File: src/rtl/pgw_pkg.sv
package pgw_pkg;
    typedef enum logic [2:0] {
        S_IDLE,
        S_FETCH_KEY,
        S_COMPARE,
        S_FETCH_DATA,
        S_DONE,
        S_FAULT
    } walk_state_t;

    localparam int WORD_W   = 32;
    localparam int HASH_W   = 23;
    localparam int PAGE_SH  = 12;
endpackage

File: src/rtl/pgw_seg_mux.sv
module pgw_seg_mux #(
    parameter int SEG_CNT = 16,
    parameter int VSID_W  = 24,
    parameter int IDX_W   = $clog2(SEG_CNT)
) (
    input  logic [SEG_CNT*32-1:0] seg_flat,
    input  logic [IDX_W-1:0]      idx,
    output logic [VSID_W-1:0]     vsid
);
    logic [VSID_W-1:0] field [SEG_CNT];

    generate
        for (genvar g = 0; g < SEG_CNT; g++) begin : g_seg
            assign field[g] = seg_flat[g*32 +: VSID_W];
        end
    endgenerate

    assign vsid = field[idx];
endmodule

File: src/rtl/pgw_hash.sv
module pgw_hash #(
    parameter int VSID_W = 24,
    parameter int MASK_W = 9,
    parameter int LOW_W  = 10
) (
    input  logic [VSID_W-1:0] vsid,
    input  logic [15:0]       page_idx,
    input  logic [5:0]        api,
    input  logic              secondary,
    input  logic [MASK_W-1:0] size_mask,
    output logic [31:0]       group_off,
    output logic [31:0]       search_key
);
    localparam int HW = pgw_pkg::HASH_W;

    logic [HW-1:0]     h_pri;
    logic [HW-1:0]     h_sel;
    logic [MASK_W-1:0] upper;

    always_comb begin
        h_pri = {{(HW-16){1'b0}}, page_idx} ^ vsid[HW-1:0];
        h_sel = secondary ? ~h_pri : h_pri;
        upper = h_sel[LOW_W +: MASK_W] & size_mask;
        group_off = ({{(32-MASK_W){1'b0}}, upper} << 16)
                  | ({{(32-LOW_W){1'b0}}, h_sel[LOW_W-1:0]} << 6);
        search_key = {1'b1, vsid, secondary, api};
    end
endmodule

File: src/rtl/hpt_walker.sv
module hpt_walker #(
    parameter int SEG_CNT     = 16,
    parameter int VSID_W      = 24,
    parameter int GROUP_SLOTS = 8,
    parameter int MASK_W      = 9
) (
    input  logic                  clk,
    input  logic                  rst_n,
    input  logic                  req_valid,
    input  logic [31:0]           req_ea,
    input  logic                  req_write,
    input  logic                  req_data_side,
    input  logic [SEG_CNT*32-1:0] seg_regs,
    input  logic [31:0]           table_base,
    output logic                  busy,
    output logic                  mem_req,
    output logic [31:0]           mem_addr,
    input  logic                  mem_valid,
    input  logic [31:0]           mem_rdata,
    output logic                  done,
    output logic                  fault,
    output logic [31:0]           pa,
    input  logic                  ack,
    output logic [1:0]            fault_status,
    output logic [31:0]           fault_addr
);
    import pgw_pkg::*;

    localparam int SEG_IDX_W = $clog2(SEG_CNT);
    localparam int SLOT_W    = $clog2(GROUP_SLOTS);
    localparam logic [SLOT_W-1:0] LAST_SLOT = SLOT_W'(GROUP_SLOTS - 1);
    localparam int ENT_SH    = 3;

    walk_state_t state_q, state_d;

    logic [31:0]        ea_q;
    logic               write_q;
    logic               dside_q;
    logic [VSID_W-1:0]  vsid_q;
    logic [31:0]        base_q;
    logic               sec_q;
    logic [SLOT_W-1:0]  slot_q;
    logic [31:0]        key_word_q;
    logic [31:0]        pa_q;
    logic [1:0]         status_q;
    logic [31:0]        faddr_q;

    logic [VSID_W-1:0]  vsid_sel;
    logic [31:0]        group_off;
    logic [31:0]        search_key;
    logic [31:0]        key_addr;
    logic               key_hit;
    logic               entering_fault;
    logic [31:0]        cap_ea;
    logic               cap_write;
    logic               cap_dside;

    pgw_seg_mux #(.SEG_CNT(SEG_CNT), .VSID_W(VSID_W)) u_seg (
        .seg_flat (seg_regs),
        .idx      (req_ea[31 -: SEG_IDX_W]),
        .vsid     (vsid_sel)
    );

    pgw_hash #(.VSID_W(VSID_W), .MASK_W(MASK_W)) u_hash (
        .vsid       (vsid_q),
        .page_idx   (ea_q[27:12]),
        .api        (ea_q[27:22]),
        .secondary  (sec_q),
        .size_mask  (base_q[MASK_W-1:0]),
        .group_off  (group_off),
        .search_key (search_key)
    );

    assign key_addr = {base_q[31:16], 16'h0} | group_off
                    | {{(32-SLOT_W-ENT_SH){1'b0}}, slot_q, {ENT_SH{1'b0}}};
    assign key_hit  = (key_word_q == search_key);

    // next-state logic
    always_comb begin
        state_d = state_q;
        unique case (state_q)
            S_IDLE:       if (req_valid)
                              state_d = (table_base == 32'h0) ? S_FAULT : S_FETCH_KEY;
            S_FETCH_KEY:  if (mem_valid) state_d = S_COMPARE;
            S_COMPARE: begin
                if (key_hit)                state_d = S_FETCH_DATA;
                else if (slot_q != LAST_SLOT) state_d = S_FETCH_KEY;
                else if (!sec_q)            state_d = S_FETCH_KEY;
                else                        state_d = S_FAULT;
            end
            S_FETCH_DATA: if (mem_valid) state_d = S_DONE;
            S_DONE:       if (ack) state_d = S_IDLE;
            S_FAULT:      if (ack) state_d = S_IDLE;
            default:      state_d = S_IDLE;
        endcase
    end

    // state register
    always_ff @(posedge clk) begin
        if (!rst_n) state_q <= S_IDLE;
        else        state_q <= state_d;
    end

    assign cap_ea         = (state_q == S_IDLE) ? req_ea        : ea_q;
    assign cap_write      = (state_q == S_IDLE) ? req_write     : write_q;
    assign cap_dside      = (state_q == S_IDLE) ? req_data_side : dside_q;
    assign entering_fault = (state_d == S_FAULT) && (state_q != S_FAULT);

    // walk datapath
    always_ff @(posedge clk) begin
        if (!rst_n) begin
            ea_q       <= '0;
            write_q    <= 1'b0;
            dside_q    <= 1'b0;
            vsid_q     <= '0;
            base_q     <= '0;
            sec_q      <= 1'b0;
            slot_q     <= '0;
            key_word_q <= '0;
            pa_q       <= '0;
            status_q   <= '0;
            faddr_q    <= '0;
        end else begin
            if (state_q == S_IDLE && req_valid) begin
                ea_q    <= req_ea;
                write_q <= req_write;
                dside_q <= req_data_side;
                vsid_q  <= vsid_sel;
                base_q  <= table_base;
                sec_q   <= 1'b0;
                slot_q  <= '0;
            end
            if (state_q == S_FETCH_KEY && mem_valid)
                key_word_q <= mem_rdata;
            if (state_q == S_COMPARE && !key_hit) begin
                if (slot_q == LAST_SLOT) begin
                    slot_q <= '0;
                    sec_q  <= 1'b1;
                end else begin
                    slot_q <= slot_q + SLOT_W'(1);
                end
            end
            if (state_q == S_FETCH_DATA && mem_valid)
                pa_q <= {mem_rdata[31:pgw_pkg::PAGE_SH], ea_q[pgw_pkg::PAGE_SH-1:0]};
            if (entering_fault && cap_dside) begin
                status_q <= {cap_write, 1'b1};
                faddr_q  <= cap_ea;
            end
        end
    end

    // outputs
    always_comb begin
        busy         = (state_q != S_IDLE);
        mem_req      = (state_q == S_FETCH_KEY) || (state_q == S_FETCH_DATA);
        mem_addr     = key_addr | ((state_q == S_FETCH_DATA) ? 32'h4 : 32'h0);
        done         = (state_q == S_DONE);
        fault        = (state_q == S_FAULT);
        pa           = pa_q;
        fault_status = status_q;
        fault_addr   = faddr_q;
    end

    // assertions
    p_data_fault_r6: assert property (@(posedge clk) disable iff (!rst_n)
        ($rose(fault) && dside_q) |-> (fault_status[0] && fault_addr == ea_q));

    p_ifault_keep_r7: assert property (@(posedge clk) disable iff (!rst_n)
        ($rose(fault) && !dside_q) |-> ($stable(fault_status) && $stable(fault_addr)));

    p_zero_base_r8: assert property (@(posedge clk) disable iff (!rst_n)
        (!busy && req_valid && table_base == 32'h0) |=> (fault && !mem_req));

    p_accept_r9: assert property (@(posedge clk) disable iff (!rst_n)
        (!busy && req_valid) |=> busy);

    p_hold_r10: assert property (@(posedge clk) disable iff (!rst_n)
        (done && !ack) |=> (done && $stable(pa)));

    p_excl_r10: assert property (@(posedge clk) disable iff (!rst_n)
        $onehot0({done, fault, mem_req}));

    p_mem_hold_r11: assert property (@(posedge clk) disable iff (!rst_n)
        (mem_req && !mem_valid) |=> (mem_req && $stable(mem_addr)));
endmodule

File: config.mk
export PLATFORM = sky130hd
export DESIGN_NAME = hpt_walker
export DESIGN_NICKNAME = d
export VERILOG_FILES = /design/src/rtl/pgw_pkg.sv /design/src/rtl/pgw_seg_mux.sv /design/src/rtl/pgw_hash.sv /design/src/rtl/hpt_walker.sv
export SDC_FILE = /design/constraint.sdc
export NUM_CORES = 1
export LEC_CHECK = 0
export BUFFER_PORTS_ARGS = -buffer_cell sky130_fd_sc_hd__buf_2
export CAP_MARGIN = 30
export CORE_AREA = 5 5 278 280
export DETAILED_ROUTE_END_ITERATION = 16
export DIE_AREA = 0 0 283 285
export PLACE_DENSITY = 0.31
export SYNTH_ARGS = -nofsm -noshare
export SYNTH_HDL_FRONTEND = slang
export SYNTH_SLANG_ARGS = --single-unit
export TNS_END_PERCENT = 1
File: constraint.sdc
create_clock -name clk -period 6.1 [get_ports clk]
set_input_delay 0.61 -clock clk [delete_from_list [all_inputs] [get_ports clk]]
set_output_delay 0.61 -clock clk [all_outputs]
set_load 0.005 [all_outputs]
==> Yosys cells after proc, flatten, opt, wreduce, memory -nomap -nowiden <==
Cells that the tools add are included.
{ "word_totals": {"regBits": 195, "word_cells": 68, "input_bits": 615, "out_inout_bits": 102} }
{ "op_classes": {"order_cmp": 1, "addsub": 1, "bitwise_logic": 8, "n_eq_ne": 10, "muxes": 23, "reduce_logical": 13} }
{ "ops": {"columns": ["operator", "count"], "rows": [
  ["$bmux W24 S4", 1],
  ["$mux W24", 2],
  ["$mux W3", 12],
  ["$eq A32 B32 Y1", 1],
  ["$logic_not A32 Y1", 1],
  ["$mux W32", 1],
  ["$or A32 B3 Y32", 1],
  ["$or A32 B32 Y32", 1],
  ["$or A32 B6 Y32", 1],
  ["$or A25 B16 Y25", 1],
  ["$mux W19", 1],
  ["$not A19 Y19", 1],
  ["$xor A16 B19 Y19", 1],
  ["$pmux W3 S5", 1],
  ["$eq A3 B3 Y1 const B", 4],
  ["$and A9 B9 Y9", 1],
  ["$eq A3 B2 Y1 const B", 2],
  ["$logic_and A1 B1 Y1", 6],
  ["$ne A3 B3 Y1 const B", 2],
  ["$ge A5 B5 Y1 const B", 1],
  ["$mux W1", 5],
  ["$not A4 Y5", 1],
  ["$add A3 B1 Y3 const B", 1],
  ["$eq A3 B1 Y1 const B", 1],
  ["other kinds (6)", 6]
]} }

==> Logic depth before layout (Yosys ltp) <==
{ "logic_depth": {"ltp_word": 8, "ltp_mapped": 10, "mapped_depth_nobuf": 7} }

==> Cells and area by module <==
From an unflattened synthesis, not the netlist that was laid out.
{ "unflattened": {"hier_cells": 1320, "area_unflattened_um2": 11651.2} }
{ "modules_own_cells": {"columns": ["mod", "cells_each", "area_per_inst_um2", "n_inst", "seq_area_each_um2"], "rows": [
  ["hpt_walker", 1028, 8082.8, 1, 3763.6],
  ["pgw_seg_mux", 205, 2811.4, 1, 0.0],
  ["pgw_hash", 87, 757.0, 1, 0.0]
]} }

==> Worst setup path after synthesis <==
OpenSTA, ideal clock, no wires.
{ "synth_timing": {"path_type": "input-to-reg", "start": "in req_ea[31]", "end": "reg vsid_q[10]", "setup_slack_ns": 3.750, "stages": 7, "path_buffers": 3, "arrival_time_ns": 2.218, "required_time_ns": 5.968, "setup_time_ns": 0.132, "path_cell_list": "buf_2 buf_2 clkbuf_1 mux4_2 mux4_2 nand2_1 a21oi_1"} }
{ "synth_via": {"elab_chain_len": 4} }
{ "synth_rtl": {"columns": ["item", "line_no", "text"], "rows": [
  ["from (decl)", "hpt_walker.sv:10", "input logic [31:0] req_ea,"],
  ["$not A4 Y5 (not written as such)", "pgw_seg_mux.sv:18", "assign vsid = field[idx];"],
  ["$bmux W24 S4", "pgw_seg_mux.sv:18", null],
  ["$mux W24 (not written as such) (2 in series)", "pgw_seg_mux.sv:18", null],
  ["to (signal assigned)", "hpt_walker.sv:128", "vsid_q <= vsid_sel;"],
  ["to (decl)", "hpt_walker.sv:39", "logic [VSID_W-1:0] vsid_q;"]
]} }
Every way passes these cells. The select of a mux whose other input is x is not followed.
A chain may end at the register's enable or synchronous reset.

==> Final worst setup path <==
{ "layout_timing": {"start": "reg vsid_q[2]", "end": "reg faddr_q[1] (netlist: fault_addr[1])"} }
{ "layout_via": {"elab_chain_len": 6} }
{ "layout_rtl": {"columns": ["item", "line_no", "text"], "rows": [
  ["$eq A32 B32 Y1", "hpt_walker.sv:76", "assign key_hit = (key_word_q == search_key);"],
  ["$mux W3", "hpt_walker.sv:86", "if (key_hit) state_d = S_FETCH_DATA;"],
  ["$pmux W3 S5", "hpt_walker.sv:81", "unique case (state_q)"],
  ["$eq A3 B3 Y1", "hpt_walker.sv:107", "assign entering_fault = (state_d == S_FAULT) && (state_q != S_FAULT);"],
  ["$logic_and A1 B1 Y1", "hpt_walker.sv:107", null],
  ["$logic_and A1 B1 Y1", "hpt_walker.sv:145", "if (entering_fault && cap_dside) begin"],
  ["to (signal assigned)", "hpt_walker.sv:147", "faddr_q <= cap_ea;"],
  ["to (decl)", "hpt_walker.sv:46", "logic [31:0] faddr_q;"]
]} }
Every way passes these cells.

==> run summary <==
Outcome
• finished clean — run status

Yosys
• 9.22 µm² — syn avg cell area
• 1,177 — number of cells produced by synthesis
• 0 — number of flops mapped to enable cells by yosys
• dfxtp_1 (35%), mux4_2 (25%), nand2_1 (12%) — largest cells by area after synthesis
• 0 — fraction of registers with async set/reset
• 0 — count of synthesis-stage warnings from yosys
• dfxtp_1 — dominant cell type by area after synthesis
• 188 — Yosys reg bits
• 40 — number of distinct library cells after synthesis
• 0.347 — sequential cell area fraction in the yosys report
• 0.347 — fraction of synthesized cell area taken by the top area cell type
• 10,900 µm² — mapped cell area
• dfxtp_1 — leading register cell type out of synthesis

Global route
• 0 — aggregate global routing overflow
• 86 — maximum number of pins on one net before global-route repair
• 11,660 — vias in the first global route
• 84 — number of antenna violations at the first check in global routing
• 94,800 µm — first-pass GRT wire length
• 0.167 — All-Layer GR Usage

STA
• 0 — number of failing hold endpoints at the final stage
• 3360 ps — crit path time final
• 0 — max-slew violation total from the final report
• 0 ps — Setup Total Neg Slack
• 0.550 — final worst path period share
• 298 MHz — Max Fclk
• 0 — Final setup violation count
• 0.360 — relative slew slack
• 960 ps — pin slew with the least headroom to its limit
• false — setup repair after global routing missed its margin
• 19.7 ps — Setup Skew

Routing
• 5 — First-pass DRT Iterations
• 11,236 — routed vias
• 4.16 — detail-routed via count per cell
• 25.9 µm — average wire per cell in the routed design
• 499 — count of routing violations after the opening detailed-route iteration
• 70,000 µm — routed wire length
• 0 — final antenna-violating net count
• 0 — DRC violation count after routing

Clock network
• 0 — post-CTS setup repair buffer count
• 0 — # resized after CTS
• built — clock tree from TritonCTS
• 0 — cts hold-fix bufs
• 17 — clock buffer count from CTS
• 2 — buffers from clock root to sink, at most
• 90 ps — clock slew seen by the registers of the worst setup and hold paths
• 188 — Num Clock Sinks
• 460 ps — clock insertion delay at the later pin of the skew report
• 4 — number of H-tree levels
• clkbuf_16 — root buffer selected by CTS

Setup path
• 3740 ps — data arrival time of the worst path
• register — category of the worst setup path capture point
• 24 — critical-path maximum fanout
• reg -> reg — critical path class
• 7 — r2r worst-path depth
• 6490 ps — Worst EP required
• register — nature of the critical path startpoint

Place
• 586 — IO Port Bufs
• 58,800 µm — half-perimeter wire length after detailed placement
• 14,600 µm² — post-place instance area
• 0.930 — final weighted congestion in routability-driven placement

Cells and area
• 2,306 — Net count, final
• 41.3% — signed area change from the synthesized netlist to the final layout
• 6560 µm² — area of the multi-input gates
• 3760 µm² — FF+latch area
• buf_2 — leading cell type in the layout, fill and taps excluded
• buf_2 (584), nand2_1 (335), dfxtp_1 (188) — most frequent cells in the layout
• 8,360 — filler instances
• 15,300 µm² — final standard cell area without fillers
• 0.447 — layout cell share with drive strength beyond 1

Min path
• in -> reg — Hold WC Path Type
• 3 — worst hold path stage count

Die
• 717 — count of pins on the block boundary
• 283 µm — overall die width
• 0.146 — starting density of the core
• 74,200 µm² — placeable core area
• 285 µm — height of the chip
• 100 — row cnt
• 80,700 µm² — Die ar.

Pwr
• 6.52 nW — leakage power summed over all cells
• 222 nW/µm² — total power density per cell area
• 207 µV — peak supply drop

Run
• 0 — # Max-Cap Violations

## layout make-up
type,count,share of cell area
multi-input cells,876,0.428
flip-flops and latches,188,0.245
repair buffers,601,0.199
well taps,969,0.0790
clock buffers,17,0.0277
clock inverters,15,0.0145
diodes,29,0.00473
inverters,5,0.00155
## stage by stage
step	std cells	hold slack, ps	power (mW)	utilization	setup WS, ps
6_report	2700	381	3.41	0.207	2740
5_1_grt	2684	360	3.60	0.206	2530
4_1_cts	2671	340	3.50	0.206	2620
3_5_place_dp	2639	439	2.18	0.197	2620
3_3_place_gp	2639	440	2.18	0.197	2630
2_1_floorplan	1178	437	1.77	-	3750
## Yosys cell counts (9+ instances only)
master / instances
buf_2: 15
nor4_1: 10
buf_4: 11
nand4_1: 10
clkbuf_1: 75
a21oi_1: 155
or3_1: 33
mux2i_1: 33
nand2_1: 335
nor2_1: 75
dfxtp_1: 188
xnor2_1: 63
a21o_1: 9
mux4_2: 120
## registers in the layout, summed over array words and instances, names as in the netlist, 2 cells and up
name,flops
fault_status,2
base_q,25
slot_q,3
vsid_q,24
pa,32
state_q,3
ea_q,32
fault_addr,32
key_word_q,32
## per-layer routing
metal	wire, µm	up-vias	track usage
met5	196	-	0
met4	2610	28	0.0601
met3	4300	165	0.0481
met2	36300	490	0.304
met1	26700	5368	0.185
li1	-	5185	-
## kinds of logic after synthesis
logic type | count (synthesis) | share of synthesized area
compound gates | 175 | 0.0843
xor+xnor | 66 | 0.0533
fa+ha+maj | 2 | 0.00231
buf+inv | 114 | 0.0515
flops | 188 | 0.347
mux | 153 | 0.279
other cells | 1 | 0.000346
simple gates | 478 | 0.182
## where the power goes
group | internal [mW] | switching (mW) | leakage [nW]
clock network | 0.671 | 0.605 | 0.309
logic | 0.374 | 0.414 | 4.68
registers | 1.28 | 0.0606 | 1.53
## worst paths after layout
kind | startpoint | end | slack (ps)
worst max-delay path | vsid_q[2]$_SDFFE_PN0P_ | fault_addr[1]$_SDFFE_PN0P_ | 2740
worst min-delay path | mem_rdata[11] | key_word_q[11]$_SDFFE_PN0P_ | 380
worst max register to register | vsid_q[2]$_SDFFE_PN0P_ | fault_addr[1]$_SDFFE_PN0P_ | 2740
worst min register to register | fault_status[0]$_SDFFE_PN0P_ | fault_status[0]$_SDFFE_PN0P_ | 450
## critical path, stage by stage, from the launching register on
cell	delay (ps)
dfxtp_1	540
xnor2_1	170
nand4_1	170
nor4_1	720
a211oi_1	320
a31oi_4	600
buf_4	500
mux2i_1	230
(Power assumes the default switching activity.)
